**config.mk**
```make
export PLATFORM = sky130hd
export DESIGN_NAME = exc_entry_ctrl
export DESIGN_NICKNAME = d
export VERILOG_FILES = /design/src/rtl/exc_pkg.sv /design/src/rtl/exc_prio_arb.sv /design/src/rtl/exc_sbank.sv /design/src/rtl/exc_entry_ctrl.sv
export SDC_FILE = /design/constraint.sdc
export NUM_CORES = 1
export LEC_CHECK = 0
export ABC_AREA = 1
export ABC_CLOCK_PERIOD_IN_PS = 10800
export BUFFER_PORTS_ARGS = -buffer_cell sky130_fd_sc_hd__buf_2
export CORE_UTILIZATION = 35
export CTS_BUF_LIST = sky130_fd_sc_hd__clkbuf_4
export DETAILED_ROUTE_END_ITERATION = 8
export PLACE_DENSITY = 0.65
export SLEW_MARGIN = 5
export SYNTH_ARGS = -nofsm -noshare
export SYNTH_HDL_FRONTEND = slang
export SYNTH_HIERARCHICAL = 1
export SYNTH_SLANG_ARGS = --single-unit
```
**constraint.sdc**
```tcl
create_clock -name clk -period 10.8 [get_ports clk]
set_input_delay 2.16 -clock clk [delete_from_list [all_inputs] [get_ports clk]]
set_output_delay 2.16 -clock clk [all_outputs]
set_load 0.02 [all_outputs]
```
**src/rtl/exc_pkg.sv**
```systemverilog
package exc_pkg;

  localparam int NEXC    = 7;
  localparam int IDX_W   = 3;
  localparam int NBANK   = 5;
  localparam int BANK_AW = 3;
  localparam int MODE_W  = 5;
  localparam int FBIT    = 6;
  localparam int IBIT    = 7;

  localparam int X_RST  = 0;
  localparam int X_DABT = 1;
  localparam int X_FIQ  = 2;
  localparam int X_IRQ  = 3;
  localparam int X_PABT = 4;
  localparam int X_SWI  = 5;
  localparam int X_UND  = 6;

  typedef logic [MODE_W-1:0] mode_t;

  localparam mode_t M_USR = 5'h10;
  localparam mode_t M_FIQ = 5'h11;
  localparam mode_t M_IRQ = 5'h12;
  localparam mode_t M_SVC = 5'h13;
  localparam mode_t M_ABT = 5'h17;
  localparam mode_t M_UND = 5'h1B;
  localparam mode_t M_SYS = 5'h1F;

  function automatic mode_t exc_mode(input logic [IDX_W-1:0] idx);
    case (int'(idx))
      X_RST, X_SWI:   return M_SVC;
      X_DABT, X_PABT: return M_ABT;
      X_FIQ:          return M_FIQ;
      X_IRQ:          return M_IRQ;
      default:        return M_UND;
    endcase
  endfunction

  function automatic logic [7:0] exc_vec_ofs(input logic [IDX_W-1:0] idx);
    case (int'(idx))
      X_RST:   return 8'h00;
      X_UND:   return 8'h04;
      X_SWI:   return 8'h08;
      X_PABT:  return 8'h0C;
      X_DABT:  return 8'h10;
      X_IRQ:   return 8'h18;
      default: return 8'h1C;
    endcase
  endfunction

  function automatic logic exc_sets_f(input logic [IDX_W-1:0] idx);
    return (int'(idx) == X_FIQ) || (int'(idx) == X_RST);
  endfunction

  function automatic logic mode_banked(input mode_t m);
    return (m == M_FIQ) || (m == M_IRQ) || (m == M_SVC) ||
           (m == M_ABT) || (m == M_UND);
  endfunction

  function automatic logic [BANK_AW-1:0] mode_slot(input mode_t m);
    case (m)
      M_FIQ:   return 3'd0;
      M_IRQ:   return 3'd1;
      M_SVC:   return 3'd2;
      M_ABT:   return 3'd3;
      default: return 3'd4;
    endcase
  endfunction

endpackage

```
**src/rtl/exc_prio_arb.sv**
```systemverilog
module exc_prio_arb
  import exc_pkg::*;
#(
  parameter int N = NEXC
) (
  input  logic [N-1:0] req_i,
  input  logic         fmask_i,
  input  logic         imask_i,
  output logic [N-1:0] grant_o,
  output logic         any_o
);

  logic [N-1:0] elig;
  logic [N:0]   above;

  assign above[0] = 1'b0;

  genvar g;
  generate
    for (g = 0; g < N; g++) begin : g_lane
      if (g == X_FIQ) begin : g_fiq
        assign elig[g] = req_i[g] & ~fmask_i;
      end else if (g == X_IRQ) begin : g_irq
        assign elig[g] = req_i[g] & ~imask_i;
      end else begin : g_plain
        assign elig[g] = req_i[g];
      end
      assign grant_o[g]  = elig[g] & ~above[g];
      assign above[g+1]  = above[g] | elig[g];
    end
  endgenerate

  assign any_o = above[N];

endmodule

```
**src/rtl/exc_sbank.sv**
```systemverilog
module exc_sbank #(
  parameter int DW    = 32,
  parameter int DEPTH = 5,
  parameter int AW    = 3
) (
  input  logic          clk,
  input  logic          we_i,
  input  logic [AW-1:0] waddr_i,
  input  logic [DW-1:0] wdata_i,
  input  logic [AW-1:0] raddr_i,
  output logic [DW-1:0] rdata_o
);

  logic [DW-1:0] mem [DEPTH];

  always_ff @(posedge clk) begin
    if (we_i) mem[waddr_i] <= wdata_i;
  end

  assign rdata_o = mem[raddr_i];

endmodule

```
**src/rtl/exc_entry_ctrl.sv**
```systemverilog
module exc_entry_ctrl
  import exc_pkg::*;
#(
  parameter int             AW       = 32,
  parameter int             DW       = 32,
  parameter logic [AW-1:0]  VEC_BASE = '0
) (
  input  logic              clk,
  input  logic              rst,
  input  logic [NEXC-1:0]   req_i,
  input  logic              ret_i,
  input  logic [AW-1:0]     pc_i,
  input  logic [DW-1:0]     status_i,
  output logic [NEXC-1:0]   ack_o,
  output logic              pc_we_o,
  output logic [AW-1:0]     pc_o,
  output logic              lr_we_o,
  output logic [MODE_W-1:0] lr_mode_o,
  output logic [AW-1:0]     lr_o,
  output logic              st_we_o,
  output logic [DW-1:0]     st_o
);

  localparam logic [AW-1:0] LINK_OFS = AW'(4);

  logic              busy;
  logic [NEXC-1:0]   req_gated;
  logic [NEXC-1:0]   grant;
  logic              any_req;
  logic [IDX_W-1:0]  sel;
  mode_t             tgt_mode;
  mode_t             cur_mode;
  logic              take;
  logic              do_ret;
  logic [DW-1:0]     ent_st;
  logic [DW-1:0]     saved_st;

  assign busy      = st_we_o;
  assign req_gated = busy ? '0 : req_i;
  assign cur_mode  = status_i[MODE_W-1:0];

  exc_prio_arb #(.N(NEXC)) u_arb (
    .req_i   (req_gated),
    .fmask_i (status_i[FBIT]),
    .imask_i (status_i[IBIT]),
    .grant_o (grant),
    .any_o   (any_req)
  );

  always_comb begin
    sel = '0;
    for (int k = 0; k < NEXC; k++) begin
      if (grant[k]) sel = IDX_W'(k);
    end
  end

  assign tgt_mode = exc_mode(sel);
  assign take     = any_req;
  assign do_ret   = ret_i & ~busy & ~any_req & mode_banked(cur_mode);

  always_comb begin
    ent_st               = status_i;
    ent_st[MODE_W-1:0]   = tgt_mode;
    ent_st[IBIT]         = 1'b1;
    if (exc_sets_f(sel)) ent_st[FBIT] = 1'b1;
  end

  exc_sbank #(.DW(DW), .DEPTH(NBANK), .AW(BANK_AW)) u_bank (
    .clk     (clk),
    .we_i    (take),
    .waddr_i (mode_slot(tgt_mode)),
    .wdata_i (status_i),
    .raddr_i (mode_slot(cur_mode)),
    .rdata_o (saved_st)
  );

  always_ff @(posedge clk) begin
    if (rst) begin
      ack_o     <= '0;
      pc_we_o   <= 1'b0;
      pc_o      <= '0;
      lr_we_o   <= 1'b0;
      lr_mode_o <= '0;
      lr_o      <= '0;
      st_we_o   <= 1'b0;
      st_o      <= '0;
    end else begin
      ack_o   <= grant;
      pc_we_o <= take;
      lr_we_o <= take;
      st_we_o <= take | do_ret;
      if (take) begin
        pc_o      <= VEC_BASE + AW'(exc_vec_ofs(sel));
        lr_mode_o <= tgt_mode;
        lr_o      <= pc_i - LINK_OFS;
        st_o      <= ent_st;
      end else if (do_ret) begin
        st_o      <= saved_st;
      end
    end
  end


  arb_onehot_chk: assert property (@(posedge clk) disable iff (rst)
    $onehot0(grant));


  ack_onehot_chk: assert property (@(posedge clk) disable iff (rst)
    $onehot0(ack_o));


  ack_strobe_chk: assert property (@(posedge clk) disable iff (rst)
    (|ack_o) |-> (pc_we_o && lr_we_o && st_we_o));


  strobe_gap_chk: assert property (@(posedge clk) disable iff (rst)
    st_we_o |=> !st_we_o);


  fiq_masks_chk: assert property (@(posedge clk) disable iff (rst)
    ack_o[X_FIQ] |-> (st_o[FBIT] && st_o[IBIT] && st_o[MODE_W-1:0] == M_FIQ));


  fiq_masked_chk: assert property (@(posedge clk) disable iff (rst)
    ack_o[X_FIQ] |-> !$past(status_i[FBIT]));


  link_value_chk: assert property (@(posedge clk) disable iff (rst)
    pc_we_o |-> (lr_o == $past(pc_i) - LINK_OFS));


  ret_source_chk: assert property (@(posedge clk) disable iff (rst)
    (st_we_o && !pc_we_o) |-> $past(ret_i));

endmodule

```
==> results of run 1 <==
## metrics by stage
step	total power [mW]	hold slack [ns]	cells
finish	2.326	0.4687	2087
global route	2.451	0.5016	2087
CTS	2.357	0.4726	2085
detailed placement	1.444	0.4584	1965
global placement	1.439	0.4454	1965
floorplan	1.341	0.5365	1448
## placed cells by master, fill, tap and decap left out, types with 5 or more instances in the layout
cell type,count
nand2_2,5
clkinv_1,15
buf_4,11
nor3_2,5
nor2_1,178
nand2_1,462
o211ai_1,5
nand3_1,97
a21oi_1,18
o21ai_0,24
inv_1,212
dfxtp_1,81
conb_1,29
nand4_1,9
clkbuf_4,98
xor2_1,7
nor2_2,9
edfxtp_1,160
nand3b_1,30
buf_2,155
## metal layers
| layer | up-vias | part of all wire | routed length (um) |
|---|---|---|---|
| met5 | - | 0 | 0 |
| met4 | 0 | 0.024 | 704 |
| met3 | 65 | 0.073 | 2111 |
| met2 | 325 | 0.47 | 13530 |
| met1 | 4157 | 0.44 | 12630 |
| li1 | 4744 | - | - |
## sequential cells by signal (all words and copies together), names as in the netlist
name and count:
lr_mode_o 5, st_we_o 1, u_bank/mem 160, ack_o 7, lr_we_o 1, st_o 32, pc_o 3, lr_o 32
## Yosys cell counts, types with 2 or more instances
cell type / count / area, sq um
nand2_1: 463 / 1738
inv_1: 212 / 795.8
nor2_1: 180 / 675.7
edfxtp_1: 160 / 4805
nand3_1: 97 / 485.5
dfxtp_1: 81 / 1622
buf_4: 36 / 270.3
nand3b_1: 30 / 225.2
buf_2: 26 / 130.1
o21ai_0: 24 / 120.1
a21oi_1: 18 / 90.09
clkbuf_1: 15 / 56.30
buf_6: 9 / 101.4
nand4_1: 9 / 56.30
nor2_2: 9 / 56.30
nor3_1: 7 / 35.03
xor2_1: 7 / 61.31
buf_1: 5 / 18.77
o211ai_1: 5 / 37.54
nand2_2: 4 / 25.02
a31oi_1: 3 / 18.77
inv_2: 2 / 7.510
nand2_4: 2 / 22.52
o21ai_1: 2 / 10.01
or2_2: 2 / 12.51
xnor2_1: 2 / 17.52
## layout make-up
class                      instances  area [sq um]  area share
inverter                         216         813.3     0.06026
tap                              442         553.0     0.04098
sequential                       241          6426      0.4761
timing repair buffer             166         858.3     0.06360
antenna                            2         5.005   0.0003708
clock inverter                    22         196.4     0.01455
clock buffer                      98         735.7     0.05451
multi-input combinational        900          3909      0.2896
## logic make-up (layout without fill, tap and decap cells)
family,after synthesis,after routing,synth area share
flops,241,241,0.5548
xor+xnor,9,9,0.006806
buf+inv,307,502,0.1200
compound gates,52,52,0.02388
other cells,1,31,0.0003238
simple gates,809,809,0.2931
fa+ha+maj,1,1,0.001080
## power by group through the flow
stage	Sequential, mW	Clock, mW	Combinational (mW)
final	1.10	0.904	0.327
after CTS	1.10	0.930	0.331
after global placement	1.11	0	0.326
after global routing	1.10	0.980	0.369
after detailed placement	1.12	0	0.329
after floorplan	1.15	0	0.191
## critical path, cell delays in order
cell	delay, ns
buf_2	0.07
inv_1	0.03
nor2_1	0.22
nor2_2	0.06
nand2_2	0.09
nor2_2	0.05
nand4_1	0.07
buf_4	0.72
nand2_1	0.36
nor2_4	0.92
## path summary, 6_finish.rpt
kind	start	end	slack [ns]	cells past startpoint
worst max register to register	st_we_o	u_bank/mem[2][21]	7.32	12
worst min-delay path	lr_mode_o[4]	lr_mode_o[4]	0.47	2
worst min register to register	lr_mode_o[4]	lr_mode_o[4]	0.47	2
worst max-delay path	req_i[0]	u_bank/mem[2][21]	6.24	10
==> results by group, run 1 <==
Yosys
  – Synth Warn #: 6
  – Post-synth EDFFs: 160
  – Number of synthesized register bits: 241
  – Unique cell type count in the Yosys netlist: 36
  – Seq/Total Area, Yosys: 0.5548
  – Synth Flop Type: edfxtp_1
  – Synthesized area: 0.01158 sq mm
  – Synth Instances: 1,420
  – Post-Syn Area per Cell: 8.157 sq um
  – Async SR Flop Fraction: 0

Placed design
  – Placer Congestion: 0.8610
  – Placed cell area: 0.01256 sq mm
  – Dpl ws: 5.509 ns
  – Dpl hpwl: 18,170 um
  – Number of buffers added on ports: 155

Layout
  – Fill cells: 3,369
  – NumNets Final: 1,667
  – Ratio of cells with drive above 1 in the final layout: 0.1844
  – Area Overhead vs Synth: 16.53%
  – Finished Cell Area: 0.01350 sq mm
  – Core Util, Final: 0.4148

Clocking
  – Clock net sink count: 241
  – PostCTS Resize Cnt: 0
  – Clock root buffer: clkbuf_4
  – Worst-path clk slew: 0.06 ns
  – H-tree levels: 3
  – Clock latency on the worst-skew pair: 0.67 ns
  – CTS tree: yes
  – # hold bufs at CTS: 0
  – CTS buffer count: 67
  – CTS max path bufs: 3
  – Setup bufs post-CTS: 0

Timing
  – Rel. slew slack: 0.2519
  – Setup TNS: 0 ns
  – Unrepaired setup endpoints after global routing: false
  – Crit path time final: 4.564 ns
  – Max Slew Vio Count: 0
  – Fin worst setup slack: 6.236 ns
  – FMAX: 219.1 MHz
  – Clock skew: 0.05554 ns
  – Final hold violations: 0
  – Worst slew pin tran: 1.120 ns
  – Final setup vio count: 0
  – Tcrit/Tclk final: 0.4225

Floorplan
  – Chip Width: 183.9 um
  – Core Rows: 66
  – Vert. Die Dim: 183.9 um
  – Die area: 0.03382 sq mm
  – Core ar.: 0.03254 sq mm
  – IO Pins: 185
  – Initial core utilization: 0.3560

Status
  – Status: completed

Detailed routing
  – First drt pass iteration count: 5
  – Routed Antenna Nets: 0
  – Via count: 9,291
  – Via/cell ratio: 4.452
  – Drt wl/cell: 13.89 um
  – Post-route DRC: 0
  – DRT Wirelength: 28,980 um
  – 1st-iter DRT viols: 514

Power and ir drop
  – Comb pwr share: 0.140
  – Sequential share of power: 0.471
  – Leak: 6.630 nW
  – Clk pwr share: 0.389
  – Switching power: 0.6450 mW
  – VDD IR max: 0.00009640 V
  – Int Pwr: 1.681 mW
  – Cell Pwr Density: 172.4 mW/mm^2
  – Sw Share: 0.2773

Global route
  – Global-route wire length before repair: 46,820 um
  – Initial antenna violation count: 2
  – M1 GR Usage: 0.2181
  – Largest net degree at the start of global routing: 94
  – Total GRT Usage: 0.1767
  – Number of global-route vias before repair: 9,171
  – Layer with the highest usage: met2
  – Met3 usage: 0.04735
  – M2 GR Usage: 0.2898
  – GRT Residual Overflow: 0

Critical path
  – Crit path kind: primary input to flop
  – CP Max Fanout: 93
  – CP startpoint kind: primary input
  – WP data arrival: 4.79 ns
  – Worst path required time: 11.02 ns
  – CP endpoint kind: flop

Hold path
  – Hold WC Path Type: flop to flop

Flow run
  – Max-cap violations: 0
Power figures use the tool's default switching activity.
==> run 2: changes to the inputs <==
- ABC_CLOCK_PERIOD_IN_PS: 10800 -> 4100
- PLACE_DENSITY: 0.65 -> 0.67
- clock period: 10.8 -> 4.1 ns (I/O delays scaled with it)
==> results by group, run 2 (synthesis gave the netlist of run 1 again) <==
Status
  – Status: completed (unchanged)

Floorplan
  – Core ar.: 0.03254 sq mm (unchanged)
  – Chip Width: 183.9 um (unchanged)
  – Initial core utilization: 0.3560 (unchanged)
  – Die area: 0.03382 sq mm (unchanged)
  – Core Rows: 66 (unchanged)
  – IO Pins: 185 (unchanged)
  – Vert. Die Dim: 183.9 um (unchanged)

Critical path
  – CP endpoint kind: flop (unchanged)
  – CP startpoint kind: flop (was primary input)
  – Crit-path slowest cell: nor2_4 (unchanged)
  – Crit path kind: flop to flop (was primary input to flop)
  – CP Max Fanout: 32 (was 93)
  – Flop-to-flop setup slack: 0.71 ns (was 7.32 ns)
  – WP data arrival: 3.64 ns (was 4.79 ns)
  – Critical path, cell by cell: nor2_1 -> nor2_2 -> nand2_2 -> nor3_1 -> nor2_1 -> nand2_1 -> inv_1 -> nand2_1 -> nand2_1 -> inv_1 -> nand2_1 -> nor2_4 (was buf_2 -> inv_1 -> nor2_1 -> nor2_2 -> nand2_2 -> nor2_2 -> nand4_1 -> buf_4 -> nand2_1 -> nor2_4)
  – Crit-path max cell delay: 0.91 ns (was 0.92 ns)
  – Worst path required time: 4.35 ns (was 11.02 ns)
  – Most frequent CP cell: nand2_1 (was nor2_2)
  – Cell family with most CP delay: simple AND/OR/NAND/NOR gates (unchanged)
  – WP buf/inv: 2 (was 3)

Timing
  – Tcrit/Tclk final: 0.8259
  – Rel. slew slack: 0.2424 (was 0.2519)
  – FMAX: 295.3 MHz
  – Final hold violations: 0 (unchanged)
  – Final setup vio count: 0 (unchanged)
  – Worst slew pin tran: 1.134 ns (was 1.120 ns)
  – Crit path time final: 3.386 ns
  – Clock skew: 0.04324 ns (was 0.05554 ns)
  – Setup TNS: 0 ns (unchanged)
  – Unrepaired setup endpoints after global routing: false (unchanged)
  – Hold Worst Slack: 0.3604 ns (was 0.4687 ns)
  – Max Slew Vio Count: 0 (unchanged)

Clocking
  – CTS buffer count: 68 (was 67)
  – H-tree levels: 3 (unchanged)
  – CTS tree: yes (unchanged)
  – Clock root buffer: clkbuf_4 (unchanged)
  – # hold bufs at CTS: 0 (unchanged)
  – Clock net sink count: 241 (unchanged)
  – CTS max path bufs: 3 (unchanged)
  – Setup bufs post-CTS: 0 (unchanged)
  – Worst-path clk slew: 0.06 ns (about the same)
  – Clock latency on the worst-skew pair: 0.67 ns (about the same)
  – PostCTS Resize Cnt: 0 (unchanged)

Global route
  – GRT Residual Overflow: 0 (unchanged)
  – Total GRT Usage: 0.1756 (was 0.1767)
  – Global-route wire length before repair: 46,540 um (was 46,820 um)
  – Initial antenna violation count: 1 (was 2)
  – Number of global-route vias before repair: 9,154 (was 9,171)
  – Largest net degree at the start of global routing: 67 (was 94)

Layout
  – Area of the multi-input gates: 0.003909 sq mm (unchanged)
  – Largest reg by FF count: u_bank/mem (unchanged)
  – Ratio of cells with drive above 1 in the final layout: 0.1867 (was 0.1844)
  – Sequential cell area: 0.006426 sq mm (unchanged)
  – Area Overhead vs Synth: 16.52% (was 16.53%)
  – Top flop regs: u_bank/mem: 160 flops, lr_o: 32 flops, st_o: 32 flops (unchanged)
  – Finished Cell Area: 0.01350 sq mm (about the same)
  – Most frequent cells in the layout: 462 x nand2_1, 212 x inv_1, 178 x nor2_1 (unchanged)
  – NumNets Final: 1,673 (was 1,667)
  – Commonest non-fill, non-tap cell in the layout: nand2_1 (unchanged)
  – Largest register FFs: 160 (unchanged)
  – Fill cells: 3,299 (was 3,369)

Detailed routing
  – Post-route DRC: 0 (unchanged)
  – Via/cell ratio: 4.506 (was 4.452)
  – Routed Antenna Nets: 0 (unchanged)
  – 1st-iter DRT viols: 572 (was 514)
  – Via count: 9,431 (was 9,291)
  – DRT Wirelength: 28,880 um (was 28,980 um)
  – Drt wl/cell: 13.80 um (was 13.89 um)
  – First drt pass iteration count: 7 (was 5)

Flow run
  – Max-cap violations: 0 (unchanged)

Placed design
  – Number of buffers added on ports: 155 (unchanged)
  – Dpl hpwl: 18,560 um (was 18,170 um)
  – Placed cell area: 0.01261 sq mm (was 0.01256 sq mm)
  – Placer Congestion: 0.8523 (was 0.8610)

Power and ir drop
  – Cell Pwr Density: 444.4 mW/mm^2 (was 172.4 mW/mm^2)
  – Leak: 6.643 nW (was 6.630 nW)
  – VDD IR max: 0.0002286 V (was 0.00009640 V)

Hold path
  – Hold WC Path Type: primary input to flop (was flop to flop)
run 2: routing by layer:
| metal | vias up | GRT usage | wire length [um] | part of all wire |
|---|---|---|---|---|
| met5 | - | 0 | 0 | 0 |
| met2 | 357 | 0.2915 | 13510 | 0.47 |
| met4 | 0 | 0.06200 | 532 | 0.018 |
| li1 | 4747 | - | - | - |
| met1 | 4283 | 0.2134 | 12500 | 0.43 |
| met3 | 44 | 0.05586 | 2336 | 0.081 |
run 2: worst reg2reg max path, cell delays in order (launching register included):
cell and delay [ns]:
dfxtp_1 0.52, nor2_1 0.15, nor2_2 0.13, nand2_2 0.08
nor3_1 0.41, nor2_1 0.14, nand2_1 0.12, inv_1 0.07
nand2_1 0.08, nand2_1 0.06, inv_1 0.12, nand2_1 0.17
nor2_4 0.91
run 2: area by class of cell:
cell class | count | share of cell area
clock inverters | 24 | 0.01094
well taps | 442 | 0.04098
flip-flops and latches | 241 | 0.4762
diodes | 1 | 0.0001854
multi-input cells | 900 | 0.2896
repair buffers | 171 | 0.06731
clock buffers | 98 | 0.05452
inverters | 216 | 0.06026
run 2: per-stage QoR:
| stage | std cells | total power [mW] | utilization | setup slack (ns) |
|---|---|---|---|---|
| 3_5_place_dp | 1970 | 3.814 | 0.3876 | 0.3869 |
| 4_1_cts | 2092 | 6.093 | 0.4147 | 0.7249 |
| 3_3_place_gp | 1970 | 3.798 | 0.3876 | 0.5142 |
| 2_1_floorplan | 1448 | 3.532 | - | -0.6044 |
| 6_report | 2093 | 5.997 | 0.4148 | 0.7138 |
| 5_1_grt | 2093 | 6.333 | 0.4148 | 0.4181 |
run 2: final timing paths:
path / startpoint / end / cells past startpoint
min reg2reg: lr_mode_o[1] / lr_mode_o[1] / 2
max reg2reg: st_we_o / u_bank/mem[0][29] / 12
max: st_we_o / u_bank/mem[0][29] / 12
min: pc_i[2] / lr_o[2] / 2
run 2: where the power goes:
part	total (mW)	switching, mW	internal [mW]
Combinational	0.872	0.615	0.257
Sequential	2.89	0.0635	2.82
Clock	2.24	1.01	1.23
==> run 3: changes to the inputs <==
- ABC_CLOCK_PERIOD_IN_PS: 4100 -> 3500
- PLACE_DENSITY: 0.67 -> 0.65
- clock period: 4.1 -> 3.5 ns (I/O delays scaled with it)
==> results by group, run 3 (synthesis gave the netlist of run 1 again) <==
Status
  – Status: completed (unchanged)

Layout
  – NumNets Final: 1,680 (was 1,673)
  – Area Overhead vs Synth: 17.84% (was 16.52%)
  – Top flop regs: u_bank/mem: 160 flops, lr_o: 32 flops, st_o: 32 flops (unchanged)
  – Largest register FFs: 160 (unchanged)
  – Core Util, Final: 0.4195 (was 0.4148)
  – Ratio of cells with drive above 1 in the final layout: 0.1938 (was 0.1867)
  – Commonest non-fill, non-tap cell in the layout: nand2_1 (unchanged)
  – Most frequent cells in the layout: 462 x nand2_1, 212 x inv_1, 178 x nor2_1 (unchanged)
  – Largest reg by FF count: u_bank/mem (unchanged)

Power and ir drop
  – Total power: 7.064 mW (was 5.997 mW)
  – Cell Pwr Density: 517.6 mW/mm^2 (was 444.4 mW/mm^2)
  – Leak: 6.702 nW (was 6.643 nW)
  – VDD IR max: 0.0003137 V (was 0.0002286 V)

Hold path
  – Hold WC Path Type: primary input to flop (unchanged)
  – Min-Delay Startpoint: pc_i[2] (unchanged)

Timing
  – FMAX: 320.6 MHz (was 295.3 MHz)
  – Tcrit/Tclk final: 0.8913 (was 0.8259)
  – Max Slew Vio Count: 0 (unchanged)
  – Clock skew: 0.02849 ns (was 0.04324 ns)
  – Final hold violations: 0 (unchanged)
  – Fin worst setup slack: 0.3806 ns (was 0.7138 ns)
  – Crit path time final: 3.119 ns (was 3.386 ns)
  – Unrepaired setup endpoints after global routing: false (unchanged)
  – Worst slew pin tran: 1.054 ns (was 1.134 ns)
  – Rel. slew slack: 0.2957 (was 0.2424)
  – Hold Worst Slack: 0.2494 ns (was 0.3604 ns)
  – Final setup vio count: 0 (unchanged)

Clocking
  – Clock net sink count: 241 (unchanged)
  – H-tree levels: 3 (unchanged)
  – CTS tree: yes (unchanged)
  – Worst-path clk slew: 0.06 ns (about the same)
  – Clock root buffer: clkbuf_4 (unchanged)
  – CTS buffer count: 67 (was 68)
  – Clock latency on the worst-skew pair: 0.66 ns (was 0.67 ns)
  – CTS max path bufs: 3 (unchanged)

Critical path
  – Worst Setup SP: st_we_o (unchanged)
  – CP startpoint kind: flop (unchanged)
  – Crit path kind: flop to flop (unchanged)
  – Most frequent CP cell: nand2_1 (unchanged)
  – WP data arrival: 3.39 ns (was 3.64 ns)
  – Flop-to-flop setup slack: 0.38 ns (was 0.71 ns)
  – Crit-path slowest cell: nor2_4 (unchanged)
  – Crit-path max cell delay: 0.85 ns (was 0.91 ns)
  – CP Max Fanout: 32 (unchanged)
  – CP endpoint kind: flop (unchanged)
  – Cell family with most CP delay: simple AND/OR/NAND/NOR gates (unchanged)
  – WP buf/inv: 3 (was 2)
  – Critical path, cell by cell: nor2_1 -> nor2_2 -> nand2_2 -> nor2_2 -> nand3_1 -> nor2_2 -> inv_1 -> nand2_1 -> inv_1 -> nand2_1 -> nand2_1 -> inv_1 -> nand2_1 -> nor2_4 (was nor2_1 -> nor2_2 -> nand2_2 -> nor3_1 -> nor2_1 -> nand2_1 -> inv_1 -> nand2_1 -> nand2_1 -> inv_1 -> nand2_1 -> nor2_4)
  – R2R Path Start: st_we_o (unchanged)
  – Worst path required time: 3.77 ns (was 4.35 ns)

Floorplan
  – Vert. Die Dim: 183.9 um (unchanged)
  – Initial core utilization: 0.3560 (unchanged)
  – Chip Width: 183.9 um (unchanged)
  – Die area: 0.03382 sq mm (unchanged)
  – IO Pins: 185 (unchanged)
  – Core ar.: 0.03254 sq mm (unchanged)
  – Core Rows: 66 (unchanged)

Detailed routing
  – DRT Wirelength: 28,700 um (was 28,880 um)
  – Drt wl/cell: 13.70 um (was 13.80 um)
  – Routed Antenna Nets: 0 (unchanged)
  – Via count: 9,345 (was 9,431)
  – Post-route DRC: 0 (unchanged)
  – 1st-iter DRT viols: 506 (was 572)
  – Via/cell ratio: 4.463 (was 4.506)
  – First drt pass iteration count: 5 (was 7)

Global route
  – GRT Residual Overflow: 0 (unchanged)
  – Number of global-route vias before repair: 9,432 (was 9,154)
  – Largest net degree at the start of global routing: 69 (was 67)
  – Global-route wire length before repair: 46,550 um (was 46,540 um)
  – Initial antenna violation count: 1 (unchanged)
  – Total GRT Usage: 0.1757 (was 0.1756)

Placed design
  – Number of buffers added on ports: 155 (unchanged)
  – Dpl hpwl: 18,820 um (was 18,560 um)
  – Placer Congestion: 0.8788 (was 0.8523)
  – Dpl ws: 0.01131 ns (was 0.3869 ns)

Flow run
  – Max-cap violations: 0 (unchanged)
==> run 3: changes by cell type in the layout (fill, tap and decap cells not counted), sizes merged <==
cell      delta
clkinv      -12
buf          +8
clkbuf       +4
clkinvlp     +2
inv          -1
==> run 3: worst paths after layout <==
kind                  endpoint  depth (start not counted)
max          u_bank/mem[2][27]                         14
min                    lr_o[2]                          2
max reg2reg  u_bank/mem[2][27]                         14
min reg2reg            pc_o[3]                          2
==> run 3: report_power, final <==
| part | switching, mW | internal [mW] | total, mW |
|---|---|---|---|
| Combinational | 0.725 | 0.321 | 1.05 |
| Clock | 1.17 | 1.47 | 2.64 |
| Sequential | 0.0729 | 3.31 | 3.38 |
| Total | 1.96 | 5.10 | 7.06 |
==> run 3: repair_timing <==
action / in CTS / in global routing
gates resized for setup: 0 / 1
setup endpoints to repair: 0 / 83
buffers inserted: 0 / 4
hold buffers: 0 / 0
==> run 3: layer usage <==
layer	vias to the layer above	track usage	wire length [um]
met5	-	0	0
li1	4766	-	-
met1	4218	0.2066	12420
met4	0	0.06133	557
met2	315	0.3056	13650
met3	46	0.04873	2069
==> run 3: stage by stage <==
stage	TNS [ns]	std cells	cell area (sq um)
2_1_floorplan	-24.43	1448	11700
3_3_place_gp	0	1974	12730
3_5_place_dp	0	1974	12730
4_1_cts	0	2089	13610
5_1_grt	0	2094	13650
6_report	0	2094	13650
==> run 3: area by class of cell <==
type	count	area, sq um
clock inverter	13	115.1
inverter	216	813.3
clock buffer	102	765.7
timing repair buffer	179	1044
antenna	1	2.502
multi-input combinational	900	3928
tap	442	553.0
sequential	241	6427
fill	3323	18890
